## config.mk

```make
export PLATFORM = sky130hd
export DESIGN_NAME = phy_ctl_regbank
export DESIGN_NICKNAME = d
export VERILOG_FILES = /design/src/rtl/phy_ctl_pkg.sv /design/src/rtl/phy_ctl_decode.sv /design/src/rtl/phy_ctl_store.sv /design/src/rtl/phy_ctl_regbank.sv
export SDC_FILE = /design/constraint.sdc
export NUM_CORES = 1
export LEC_CHECK = 0
export ABC_AREA = 1
export BUFFER_PORTS_ARGS = -buffer_cell sky130_fd_sc_hd__buf_2
export CORE_MARGIN = 10
export CORE_UTILIZATION = 50
export CTS_CLUSTER_SIZE = 16
export DETAILED_ROUTE_END_ITERATION = 16
export MAX_ROUTING_LAYER = met4
export PLACE_DENSITY = 0.7
export SLEW_MARGIN = 20
export SYNTH_ARGS = -nofsm -noshare
export SYNTH_HDL_FRONTEND = slang
export SYNTH_SLANG_ARGS = --single-unit
```

## constraint.sdc

```tcl
create_clock -name clk -period 1.6 [get_ports clk]
set_input_delay 0.08 -clock clk [delete_from_list [all_inputs] [get_ports clk]]
set_output_delay 0.08 -clock clk [all_outputs]
set_load 0.01 [all_outputs]
```

## src/rtl/phy_ctl_pkg.sv

```systemverilog
package phy_ctl_pkg;
  localparam int DATA_W   = 32;
  localparam int HALF_W   = DATA_W / 2;
  localparam int NUM_CTRL = 7;
  localparam int SEL_W    = $clog2(NUM_CTRL);

  // field positions decoded by the PHY sequencer
  localparam int PWR_WORD   = 6;
  localparam int PWR_BIT    = 0;
  localparam int DLLEN_BIT  = 1;
  localparam int DRV_LSB    = 4;
  localparam int TAP_WORD   = 0;
  localparam int FREQ_LSB   = 12;
  localparam int TAPEN_BIT  = 11;
  localparam int TAPSEL_LSB = 7;
  localparam int CAL_BIT    = 6;
  localparam int RDY_BIT    = 5;

  typedef struct packed {
    logic [NUM_CTRL-1:0] wrEn;
    logic                rdEn;
    logic                rdCtrl;
    logic                rdStatus;
    logic [SEL_W-1:0]    rdSel;
  } strobe_t;
endpackage

```

## src/rtl/phy_ctl_decode.sv

```systemverilog
module phy_ctl_decode
  import phy_ctl_pkg::*;
#(
  parameter int ADDR_W      = 8,
  parameter int STATUS_ADDR = 32
) (
  input  logic              clk,
  input  logic              rst_n,
  input  logic              busValid,
  input  logic              busWrite,
  input  logic [ADDR_W-1:0] busAddr,
  output strobe_t           strb
);
  localparam int IDX_W = ADDR_W - 2;

  logic [IDX_W-1:0] wordIdx;
  logic             aligned;
  logic             ctrlHit;
  logic             statusHit;

  assign wordIdx   = busAddr[ADDR_W-1:2];
  assign aligned   = (busAddr[1:0] == 2'b00);
  assign ctrlHit   = aligned && (int'(wordIdx) < NUM_CTRL);
  assign statusHit = aligned && (int'(busAddr) == STATUS_ADDR);

  for (genvar i = 0; i < NUM_CTRL; i++) begin : g_wr
    assign strb.wrEn[i] = busValid && busWrite && ctrlHit && (int'(wordIdx) == i);
  end

  assign strb.rdEn     = busValid && !busWrite;
  assign strb.rdCtrl   = strb.rdEn && ctrlHit;
  assign strb.rdStatus = strb.rdEn && statusHit;
  assign strb.rdSel    = wordIdx[SEL_W-1:0];

  p_onehot_wr_r2: assert property (@(posedge clk) disable iff (!rst_n)
    $onehot0(strb.wrEn));
  p_rd_excl_r9: assert property (@(posedge clk) disable iff (!rst_n)
    !(strb.rdCtrl && strb.rdStatus));
  p_no_wr_on_read_r10: assert property (@(posedge clk) disable iff (!rst_n)
    strb.rdEn |-> (strb.wrEn == '0));
endmodule

```

## src/rtl/phy_ctl_store.sv

```systemverilog
module phy_ctl_store
  import phy_ctl_pkg::*;
(
  input  logic              clk,
  input  logic              rst_n,
  input  strobe_t           strb,
  input  logic [DATA_W-1:0] busWdata,
  input  logic              calDone,
  input  logic              dllReady,
  output logic [DATA_W-1:0] busRdata,
  output logic              busRvalid,
  output logic [HALF_W-1:0] ctrlQ [NUM_CTRL]
);
  logic [HALF_W-1:0] wrMask;
  logic [HALF_W-1:0] wrBits;
  logic [HALF_W-1:0] statusWord;
  logic [HALF_W-1:0] rdWord;

  assign wrMask = busWdata[DATA_W-1:HALF_W];
  assign wrBits = busWdata[HALF_W-1:0];

  for (genvar i = 0; i < NUM_CTRL; i++) begin : g_reg
    always_ff @(posedge clk or negedge rst_n) begin
      if (!rst_n) begin
        ctrlQ[i] <= '0;
      end else if (strb.wrEn[i]) begin
        ctrlQ[i] <= (ctrlQ[i] & ~wrMask) | (wrBits & wrMask);
      end
    end

    p_masked_keep_r1: assert property (@(posedge clk) disable iff (!rst_n)
      strb.wrEn[i] |=> (((ctrlQ[i] ^ $past(ctrlQ[i])) & ~$past(wrMask)) == '0));
    p_idle_hold_r9: assert property (@(posedge clk) disable iff (!rst_n)
      !strb.wrEn[i] |=> $stable(ctrlQ[i]));
  end

  always_comb begin
    statusWord          = '0;
    statusWord[CAL_BIT] = calDone;
    statusWord[RDY_BIT] = dllReady;
  end

  always_comb begin
    rdWord = '0;
    if (strb.rdCtrl) begin
      rdWord = ctrlQ[strb.rdSel];
    end else if (strb.rdStatus) begin
      rdWord = statusWord;
    end
  end

  always_ff @(posedge clk or negedge rst_n) begin
    if (!rst_n) begin
      busRdata  <= '0;
      busRvalid <= 1'b0;
    end else begin
      busRvalid <= strb.rdEn;
      if (strb.rdEn) begin
        busRdata <= {{HALF_W{1'b0}}, rdWord};
      end
    end
  end

  p_upper_zero_r6: assert property (@(posedge clk) disable iff (!rst_n)
    busRvalid |-> (busRdata[DATA_W-1:HALF_W] == '0));
  p_rvalid_follows_r10: assert property (@(posedge clk) disable iff (!rst_n)
    strb.rdEn |=> busRvalid);
  p_status_cal_r5: assert property (@(posedge clk) disable iff (!rst_n)
    strb.rdStatus |=> (busRdata[CAL_BIT] == $past(calDone)));
endmodule

```

## src/rtl/phy_ctl_regbank.sv

```systemverilog
module phy_ctl_regbank
  import phy_ctl_pkg::*;
#(
  parameter int ADDR_W = 8
) (
  input  logic              clk,
  input  logic              rst_n,
  input  logic              busValid,
  input  logic              busWrite,
  input  logic [ADDR_W-1:0] busAddr,
  input  logic [DATA_W-1:0] busWdata,
  output logic [DATA_W-1:0] busRdata,
  output logic              busRvalid,
  input  logic              calDone,
  input  logic              dllReady,
  output logic              phyPowerOn,
  output logic              dllEnable,
  output logic [2:0]        driveSel,
  output logic [1:0]        dllFreqSel,
  output logic              txTapEnable,
  output logic [3:0]        txTapSel
);
  strobe_t           strb;
  logic [HALF_W-1:0] ctrlQ [NUM_CTRL];

  phy_ctl_decode #(.ADDR_W(ADDR_W), .STATUS_ADDR(32)) u_decode (
    .clk      (clk),
    .rst_n    (rst_n),
    .busValid (busValid),
    .busWrite (busWrite),
    .busAddr  (busAddr),
    .strb     (strb)
  );

  phy_ctl_store u_store (
    .clk       (clk),
    .rst_n     (rst_n),
    .strb      (strb),
    .busWdata  (busWdata),
    .calDone   (calDone),
    .dllReady  (dllReady),
    .busRdata  (busRdata),
    .busRvalid (busRvalid),
    .ctrlQ     (ctrlQ)
  );

  assign phyPowerOn  = ctrlQ[PWR_WORD][PWR_BIT];
  assign dllEnable   = ctrlQ[PWR_WORD][DLLEN_BIT];
  assign driveSel    = ctrlQ[PWR_WORD][DRV_LSB +: 3];
  assign dllFreqSel  = ctrlQ[TAP_WORD][FREQ_LSB +: 2];
  assign txTapEnable = ctrlQ[TAP_WORD][TAPEN_BIT];
  assign txTapSel    = ctrlQ[TAP_WORD][TAPSEL_LSB +: 4];

  p_write_no_rvalid_r10: assert property (@(posedge clk) disable iff (!rst_n)
    (busValid && busWrite) |=> !busRvalid);
  p_outputs_hold_r3: assert property (@(posedge clk) disable iff (!rst_n)
    !(busValid && busWrite) |=> ($stable(phyPowerOn) && $stable(driveSel) && $stable(txTapSel)));
endmodule

```

==> impl_metrics.csv <==
group,metric,value,unit
status,status,"completed",
sta,setup-violations-final,0,
die,row_count,44,
place,post-place-cells,1221,
worst_setup_path,crit_path_max_fanout,17,
sta,timing.slew.headroom,61.4,%
worst_setup_path,crit_path_start_kind,"input port",
die,ios,91,
clock_tree,cts_buffer_depth,2,
drt,wl,23100,microns
worst_setup_path,crit_arrival,1.75,ns
synthesis,synth-compound-area-share,1.13,%
synthesis,synth_edf_count,0,
synthesis,yosys_most_used_dff,"dfrtp_1",
drt,ant_nets,0,
sta,fin_worst_skew,0.00738,ns
synthesis,synth_simple_gate_area_share,45.7,%
die,fp.dieW,143,microns
grt,grt_pass1_vias,6782,
place,placed_cell_area,8010,sq um
synthesis,synth_top_family_by_area,"simple AND/OR/NAND/NOR gates",
synthesis,synth_area_leader_cell,"dfrtp_1",
drt,avgRoutedWirePerCell,18.2,microns
synthesis,yosysWarnings,0,
sta,max_freq,714,MHz
clock_tree,cts_sinks,129,
synthesis,synthDominantCellAreaShare,42.7,%
worst_setup_path,worst_ep_required_time,1.95,ns
pwr,leakagePower,4.54,nW
hold_path,hp-class,"in2reg",
clock_tree,h-tree-depth,4,
sta,fin_hold_ws,0.0154,ns
synthesis,synth_xor_area_share,0,%
synthesis,syn-cell-area,7550,sq um
synthesis,synth_seq_area_share,42.7,%
drt,vias_per_cell,5.92,
place,port_buffers,74,
die,coreArea,14600,sq um
die,start_util,51.6,%
clock_tree,cts_resized,0,
synthesis,synthCells,1020,
sta,min_period,1.40,ns
clock_tree,clockRootBuffer,"clkbuf_16",
synthesis,avgSynthCellArea,7.40,sq um
final_layout,finish.instance_area,8770,sq um
sta,hold_viol_final,0,
place,place.gp.congestion,0.883,
final_layout,fin_nets,1122,
clock_tree,cts_setup_buffers,0,
die,fp.dieH,143,microns
synthesis,synth_seq_cells,129,
synthesis,synth_fa_ha_area_share,0,%
drt,drt_first_pass_iters,6,
worst_setup_path,cp-end-kind,"register",
grt,grt_usage,23.3,%
final_layout,diodes,0,
clock_tree,clock_latency,0.42,ns
grt,grt_pass1_wl,36900,microns
synthesis,async_flop_share,100,%
synthesis,synthTopCellsByArea,"dfrtp_1 (43%), nand4_1 (19%), nand2_1 (18%)",
drt,drc,0,
sta,grt_setup_unrepaired,"no",
sta,tns,0,ns
grt,grt_start_max_net_pins,113,
pwr,vdd_drop_max,732,uV
pwr,power,7.79,mW
drt,vias,7515,
clock_tree,ctsHoldBuffers,20,
grt,overflow,0,
drt,drt_iter0_drc,883,
clock_tree,cts_tree,"done",
place,dp_hpwl,14600,microns
synthesis,synth_mux_area_share,0,%
sta,worst_slew_pin_slew,0.579,ns
clock_tree,clk_pin_slew,0.05,ns
final_layout,drive_above_1_share,15.6,%
synthesis,ys_types,22,
die,dieArea,20400,sq um
final_layout,layoutNonFillerInstCount,1270,
flow_run,cap_violations,0,
final_layout,area_growth,16.2,%
sta,post-route-period-util,87.5,%
clock_tree,numCtsBuffers,17,
sta,slew_viol_final,0,
pwr,pwr_density_cell,888,nW/um^2
worst_setup_path,path_class,"in2reg",
grt,antenna_found_initial,0,
-- synth_stat cells (8+ instances only) --
cell,number
nor2_1,95
clkbuf_1,27
dfrtp_1,129
inv_1,20
o21ai_0,11
buf_6,9
nor2_2,8
nand3_1,28
buf_4,41
nand2_1,365
buf_2,35
nand4_1,225
-- layer usage --
metal | global-route usage (%) | vias to the layer above | part of all wire (%)
met1 | 30.8 | 3585 | 44
met4 | 6.57 | 0 | 1.3
met3 | 5.77 | 27 | 8.2
li1 | - | 3551 | -
met2 | 34.8 | 352 | 47
met5 | - | - | 0
-- path summary, 6_finish.rpt --
check | from | endpoint | slack, ns | depth (start not counted)
setup / recovery | busWrite | u_store.busRdata[3] | 0.20 | 8
hold / removal | busWdata[9] | register | 0.02 | 3
setup reg to reg | register | u_store.busRdata[4] | 0.53 | 6
hold reg to reg | u_store.busRdata[1] | u_store.busRdata[1] | 0.47 | 2
max in group asynchronous | rst_n | async pin | 0.82 | 3
min in group asynchronous | rst_n | async pin | 0.14 | 2
-- cell families (layout without fill, tap and decap cells) --
logic type | count (synthesis) | after routing
AOI/OAI and AO/OA | 17 | 17
buffers and inverters | 139 | 190
DFF | 129 | 129
other | 1 | 16
and+or+nand+nor | 734 | 734
-- where the power goes --
| part | internal (mW) | switching [mW] |
|---|---|---|
| Clock | 2.35 | 1.39 |
| Combinational | 0.218 | 0.544 |
| Sequential | 3.28 | 0.00600 |
-- metrics by stage --
step	setup WS, ns	util (%)
after floorplan	0.479	-
after global placement	0.173	54.7
after detailed placement	0.177	54.7
after CTS	0.220	59.9
after global routing	0.110	59.9
final	0.200	59.9
-- placed cells by master, fill, tap and decap left out, types with 12 or more instances in the layout --
master,Yosys,layout
nand2_1,365,365
buf_4,41,33
clkbuf_16,0,17
buf_12,0,12
conb_1,1,16
nor2_1,95,95
nand4_1,225,225
inv_1,20,20
dlygate4sd3_1,0,20
buf_2,35,72
dfrtp_1,129,129
nand3_1,28,28
-- worst max-delay path, cell delays in order --
cell and delay [ns]:
dlygate4sd3_1 0.53, buf_4 0.16, nor2_4 0.13, inv_2 0.15
nor2_2 0.13, buf_4 0.26, nand3_1 0.20, nand2_1 0.10
-- area by class of cell --
type | instances | area [sq um]
Inverter | 23 | 86.3
Tap cell | 184 | 230
Clock inverter | 5 | 52.6
Timing Repair Buffer | 138 | 1060
Clock buffer | 24 | 512
Sequential cell | 129 | 3230
Fill cell | 1330 | 5870
Multi-Input combinational cell | 767 | 3600
(Power assumes the default switching activity.)
